--- config.mk ---
export PLATFORM = sky130hd
export DESIGN_NAME = asid_tlb
export DESIGN_NICKNAME = d
export VERILOG_FILES = /design/src/rtl/tlb_pkg.sv /design/src/rtl/tlb_lookup.sv /design/src/rtl/tlb_victim.sv /design/src/rtl/tlb_kill_mask.sv /design/src/rtl/asid_tlb.sv
export SDC_FILE = /design/constraint.sdc
export NUM_CORES = 2
export LEC_CHECK = 0
export BUFFER_PORTS_ARGS = -buffer_cell sky130_fd_sc_hd__buf_2
export CORE_MARGIN = 5
export CORE_UTILIZATION = 48
export CTS_BUF_LIST = sky130_fd_sc_hd__clkbuf_2 sky130_fd_sc_hd__clkbuf_4 sky130_fd_sc_hd__clkbuf_8
export DETAILED_ROUTE_END_ITERATION = 10
export PLACE_DENSITY_LB_ADDON = 0.05
export SYNTH_ARGS = -nofsm -noshare
export SYNTH_HDL_FRONTEND = slang
export SYNTH_SLANG_ARGS = --single-unit
--- constraint.sdc ---
create_clock -name clk -period 9.15 [get_ports clk]
set_input_delay 2.745 -clock clk [delete_from_list [all_inputs] [get_ports clk]]
set_output_delay 2.745 -clock clk [all_outputs]
set_load 0.05 [all_outputs]
--- src/rtl/tlb_pkg.sv ---
package tlb_pkg;
  localparam int ASID_W = 8;
  localparam int VPN_W  = 20;
  localparam int PFN_W  = 16;
  localparam int PERM_W = 4;

  typedef logic [ASID_W-1:0] asid_t;
  typedef logic [VPN_W-1:0]  vpn_t;
  typedef logic [PFN_W-1:0]  pfn_t;
  typedef logic [PERM_W-1:0] perm_t;

  typedef struct packed {
    asid_t asid;
    vpn_t  vpn;
    pfn_t  pfn;
    perm_t perm;
    logic  glob;
  } tlb_entry_t;

  typedef enum logic [1:0] {
    KILL_ALL   = 2'd0,
    KILL_SPACE = 2'd1,
    KILL_PAIR  = 2'd2,
    KILL_RANGE = 2'd3
  } kill_kind_e;

  // Tag comparison used by the lookup path.
  function automatic logic tag_hit(tlb_entry_t e, asid_t cur, vpn_t v);
    return (e.glob || (e.asid == cur)) && (e.vpn == v);
  endfunction

  // Selection rule of the maintenance path; the global flag plays no part.
  function automatic logic kill_hit(tlb_entry_t e, kill_kind_e k,
                                    asid_t a, vpn_t lo, vpn_t hi);
    case (k)
      KILL_ALL:   return 1'b1;
      KILL_SPACE: return e.asid == a;
      KILL_PAIR:  return (e.asid == a) && (e.vpn == lo);
      default:    return (e.asid == a) && (e.vpn >= lo) && (e.vpn <= hi);
    endcase
  endfunction
endpackage

--- src/rtl/tlb_lookup.sv ---
module tlb_lookup
  import tlb_pkg::*;
#(
  parameter int N = 16
) (
  input  tlb_entry_t [N-1:0] ents,
  input  logic [N-1:0]       valid,
  input  asid_t              cur,
  input  vpn_t               vpn,
  output logic               hit,
  output logic               multi,
  output pfn_t               pfn,
  output perm_t              perm
);
  logic [N-1:0] match_vec;

  for (genvar g = 0; g < N; g++) begin : g_cmp
    assign match_vec[g] = valid[g] && tag_hit(ents[g], cur, vpn);
  end

  always_comb begin
    logic found;
    found = 1'b0;
    pfn   = '0;
    perm  = '0;
    for (int i = 0; i < N; i++) begin
      if (match_vec[i] && !found) begin
        found = 1'b1;
        pfn   = ents[i].pfn;
        perm  = ents[i].perm;
      end
    end
  end

  assign hit   = |match_vec;
  assign multi = (match_vec & (match_vec - 1'b1)) != '0;
endmodule

--- src/rtl/tlb_victim.sv ---
module tlb_victim #(
  parameter int N     = 16,
  parameter int IDX_W = 4
) (
  input  logic             clk,
  input  logic             rst_n,
  input  logic [N-1:0]     valid,
  input  logic             take,
  output logic [IDX_W-1:0] victim,
  output logic             all_valid
);
  logic [IDX_W-1:0] rr_q;

  always_comb begin
    logic found;
    found  = 1'b0;
    victim = rr_q;
    for (int i = 0; i < N; i++) begin
      if (!valid[i] && !found) begin
        found  = 1'b1;
        victim = IDX_W'(i);
      end
    end
  end

  assign all_valid = &valid;

  always_ff @(posedge clk) begin
    if (!rst_n) begin
      rr_q <= '0;
    end else if (take && all_valid) begin
      rr_q <= (rr_q == IDX_W'(N - 1)) ? '0 : rr_q + 1'b1;
    end
  end
endmodule

--- src/rtl/tlb_kill_mask.sv ---
module tlb_kill_mask
  import tlb_pkg::*;
#(
  parameter int N = 16
) (
  input  tlb_entry_t [N-1:0] ents,
  input  logic               en,
  input  kill_kind_e         kind,
  input  asid_t              asid,
  input  vpn_t               lo,
  input  vpn_t               hi,
  output logic [N-1:0]       kill
);
  for (genvar g = 0; g < N; g++) begin : g_kill
    assign kill[g] = en && kill_hit(ents[g], kind, asid, lo, hi);
  end
endmodule

--- src/rtl/asid_tlb.sv ---
module asid_tlb
  import tlb_pkg::*;
#(
  parameter  int ENTRIES = 16,
  localparam int IDX_W   = $clog2(ENTRIES)
) (
  input  logic              clk,
  input  logic              rst_n,
  input  logic              ctx_load,
  input  logic [ASID_W-1:0] ctx_asid,
  output logic [ASID_W-1:0] cur_asid,
  input  logic [VPN_W-1:0]  lk_vpn,
  output logic              lk_hit,
  output logic              lk_multi,
  output logic [PFN_W-1:0]  lk_pfn,
  output logic [PERM_W-1:0] lk_perm,
  input  logic              wr_en,
  input  logic              wr_use_slot,
  input  logic [IDX_W-1:0]  wr_slot,
  input  logic [ASID_W-1:0] wr_asid,
  input  logic [VPN_W-1:0]  wr_vpn,
  input  logic [PFN_W-1:0]  wr_pfn,
  input  logic [PERM_W-1:0] wr_perm,
  input  logic              wr_global,
  input  logic              inv_en,
  input  logic [1:0]        inv_kind,
  input  logic [ASID_W-1:0] inv_asid,
  input  logic [VPN_W-1:0]  inv_vpn_lo,
  input  logic [VPN_W-1:0]  inv_vpn_hi
);
  tlb_entry_t [ENTRIES-1:0] ents_q;
  logic [ENTRIES-1:0]       valid_q;
  asid_t                    cur_q;

  // Named internal events for the checker.
  logic [ENTRIES-1:0] kill_vec;
  logic [IDX_W-1:0]   victim_idx;
  logic [IDX_W-1:0]   wr_idx;
  logic               all_valid;
  logic               auto_take;

  tlb_lookup #(.N(ENTRIES)) u_lookup (
    .ents  (ents_q),
    .valid (valid_q),
    .cur   (cur_q),
    .vpn   (lk_vpn),
    .hit   (lk_hit),
    .multi (lk_multi),
    .pfn   (lk_pfn),
    .perm  (lk_perm)
  );

  tlb_kill_mask #(.N(ENTRIES)) u_kill (
    .ents (ents_q),
    .en   (inv_en),
    .kind (kill_kind_e'(inv_kind)),
    .asid (inv_asid),
    .lo   (inv_vpn_lo),
    .hi   (inv_vpn_hi),
    .kill (kill_vec)
  );

  assign auto_take = wr_en && !wr_use_slot;

  tlb_victim #(.N(ENTRIES), .IDX_W(IDX_W)) u_victim (
    .clk       (clk),
    .rst_n     (rst_n),
    .valid     (valid_q),
    .take      (auto_take),
    .victim    (victim_idx),
    .all_valid (all_valid)
  );

  assign wr_idx = wr_use_slot ? wr_slot : victim_idx;

  always_ff @(posedge clk) begin
    if (!rst_n) begin
      valid_q <= '0;
      ents_q  <= '0;
      cur_q   <= '0;
    end else begin
      if (ctx_load) cur_q <= ctx_asid;
      for (int i = 0; i < ENTRIES; i++) begin
        if (wr_en && (wr_idx == IDX_W'(i))) begin
          valid_q[i] <= 1'b1;
          ents_q[i]  <= '{asid: wr_asid, vpn: wr_vpn, pfn: wr_pfn,
                          perm: wr_perm, glob: wr_global};
        end else if (kill_vec[i]) begin
          valid_q[i] <= 1'b0;
        end
      end
    end
  end

  assign cur_asid = cur_q;
endmodule

==> out/metrics.yaml <==
outcome:
  status: "complete, no violations"
setup_path:
  crit_family: "simple AND/OR/NAND/NOR gates"
  crit_top_cell: "nand4_1"
  r2r-start: "valid_q[1]"
  crit_start: "lk_vpn[5]"
  criticalPathCategory: "primary input to primary output"
  critPathMaxFanout: 9
  crit_path_end_kind: "primary output"
  crit_buf_inv: 5
  worstPathCellList: "clkbuf_4 -> xor2_1 -> nor4_2 -> nand4_1 -> or4_4 -> buf_6 -> nand4_1 -> nor2_2 -> buf_12 -> buf_4 -> a221oi_2 -> a32oi_2 -> o32ai_1 -> nand2_1 -> buf_2"
  startpoint_type: "primary input"
  cp.required_ps: 6410
  slowest_stage: "or4_4"
  arrival_ps: 6400
  cp_slowest_stage_delay_ps: 560
placed_design:
  dp_slack_ps: -371
  dp.cells: 7853
  placed_area_um2: 58200
  numPortBuffers: 166
  hpwl_um: 156000
  gp_congestion: 0.990
sta:
  min_period_ps: 9150
  worst_pin_slew_ps: 1330
  slew_viol_final: 0
  whs_ps: 464
  skew_ps: 48.8
  setup_viol: 0
  fmaxAchievable_ghz: 0.109
  worst_slack_ps: 3.48
  hold_viol_final: 0
  relSlewSlack_pct: 11.5
  timing.final.crit_share_pct: 100
yosys:
  async_reset_ff_share_pct: 0
  synth_warnings: 0
  ys_ff_latch: 812
  synth_area_um2: 54600
  syn_nets: 7085
  synth_ff_type: "dfxtp_1"
  ys_types: 78
  ys_seq_area_share_pct: 29.8
  avgSynthCellArea_um2: 8.66
  synth_edf_count: 0
  syn_inst: 6307
power_and_ir_drop:
  internal_power_mw: 6.21
  clkPwrFrac_pct: 45.5
  power_frac_seq_pct: 41.4
  leakage_nw: 27.8
  max-vdd-ir-drop_uv: 125
  power_frac_comb_pct: 13.0
  swShare_pct: 29.8
  p_sw_mw: 2.64
  powerDensity_nw_per_um2: 143
cts:
  root_buffer: "clkbuf_8"
  h-tree-depth: 4
  cts_buffers: 156
  cts.sink_count: 812
  path_clk_slew_ps: 60
  clock_latency_ps: 900
  cts_tree: "yes"
  hold_buffers: 0
  clockBufferDepth: 3
global_route:
  grt_pass1_wl_um: 334000
  antenna_found_initial: 15
  grt_usage_pct: 37.5
  grt_max_degree: 260
  grt_pass1_vias: 46500
  grt.overflow.total: 0
min_path:
  min_path_type: "flip-flop to flip-flop"
  holdCritStartpoint: "ents_q[18]"
route:
  drt-initial-drc-count: 5383
  via_per_inst: 6.11
  ant_nets: 0
  wire_per_inst_um: 28.9
  first_pass_iters: 6
  wl_um: 235000
  via_count: 49700
  drc: 0
layout:
  areaGrowthSynthToFinish_pct: 13.3
  layout_common_cells: "nand2_1, dfxtp_1, ha_1, nor2b_1, xor2_1"
  fillers: 10500
  postLayoutCellArea_um2: 61900
  fin_cells: 8142
  drive_gt1_share_pct: 12.3
  nets: 7289
  layout_commonest_cell: "nand2_1"
die:
  die_x_um: 347
  io_pins: 167
  core_um2: 113000
  die_area_um2: 121000
  rows: 123
  die_h_um: 347
  initial_utilization_pct: 48.4
job:
  cap_violations: 0
## per-stage QoR
step | power, mW | utilization, % | setup TNS (ps)
5_1_grt | 9.11 | 54.8 | -11.4
3_5_place_dp | 4.85 | 51.6 | -4620
6_report | 8.84 | 54.8 | 0
3_3_place_gp | 4.83 | 51.6 | -4290
2_1_floorplan | 4.33 | - | 0
4_1_cts | 8.85 | 54.7 | 0
## state kept, by name, indices dropped and copies added (netlist names)
signal and count:
u_victim.rr_q 4, ents_q 784, cur_asid 8, valid_q 16
## worst paths after layout
| check | endpoint | slack [ps] | cells after the start |
|---|---|---|---|
| setup / recovery | lk_pfn[3] | 3 | 15 |
| hold / removal | ents_q[18] | 460 | 2 |
| setup reg to reg | ents_q[607] | 4530 | 11 |
| hold reg to reg | ents_q[18] | 460 | 2 |
## kinds of logic after synthesis
group,count (synthesis),synth area share [%]
AND/OR/NAND/NOR,2171,19.9
flip-flops,812,29.8
XOR/XNOR,577,9.26
AO/OA/AOI/OAI,1199,14.8
buffers and inverters,485,3.78
multiplexers,419,7.72
adder cells (fa/ha/maj),644,14.7
## layout make-up
cell class,count,area [um^2],share of cell area (%)
Sequential cell,812,16300,26.3
Multi-Input combinational cell,5010,36600,59.3
Tap cell,1500,1880,3.03
Clock inverter,35,353,0.570
Clock buffer,245,3120,5.05
Timing Repair Buffer,433,3200,5.18
Inverter,98,368,0.595
Antenna cell,9,22.5,0.0364
## power groups by stage
stage                     Combinational (mW)  Sequential (mW)  Clock [mW]
after floorplan                        0.627             3.71           0
after global placement                  1.09             3.74           0
after detailed placement                1.11             3.74           0
after CTS                               1.12             3.66        4.08
after global routing                    1.21             3.66        4.23
final                                   1.15             3.66        4.03
## metal layers
metal,vias to the layer above,track usage [%],routed length (um)
met4,8,18.1,13700
li1,22600,-,-
met2,2487,55.2,97300
met3,616,8.63,23900
met1,24000,51.9,101000
met5,-,0,58
## timing repair
item                       in CTS  in global routing
pin swaps                       3                 10
setup endpoints to repair      20                 19
gates resized for setup        17                 27
setup buffers                   0                  1
hold endpoints to repair        0                  0
## synthesized netlist by cell type (all sizes together) (17+ instances only)
cell type	instances	area, um^2
buf	122	702
a21oi	233	1170
o21a	20	150
o21ai	193	966
o211ai	19	143
xnor2	92	806
dfxtp	812	16300
nand2b	75	469
xor2	485	4250
mux2i	404	4040
a31oi	17	106
a21boi	418	3140
or3	22	138
inv	98	368
nor2b	495	3100
clkbuf	265	995
nor4	140	907
a221oi	21	184
ha	641	8020
nor2	118	443
nand4	184	1160
nand2	974	3670
nand3	74	383
nor3	34	190
a21o	132	991
and4	18	160
## worst min-delay path, cell delays in order, from the launching register on
cell and delay, ps:
dfxtp_1 310, nand2_1 50, a21boi_0 60
Power figures use the tool's default switching activity.
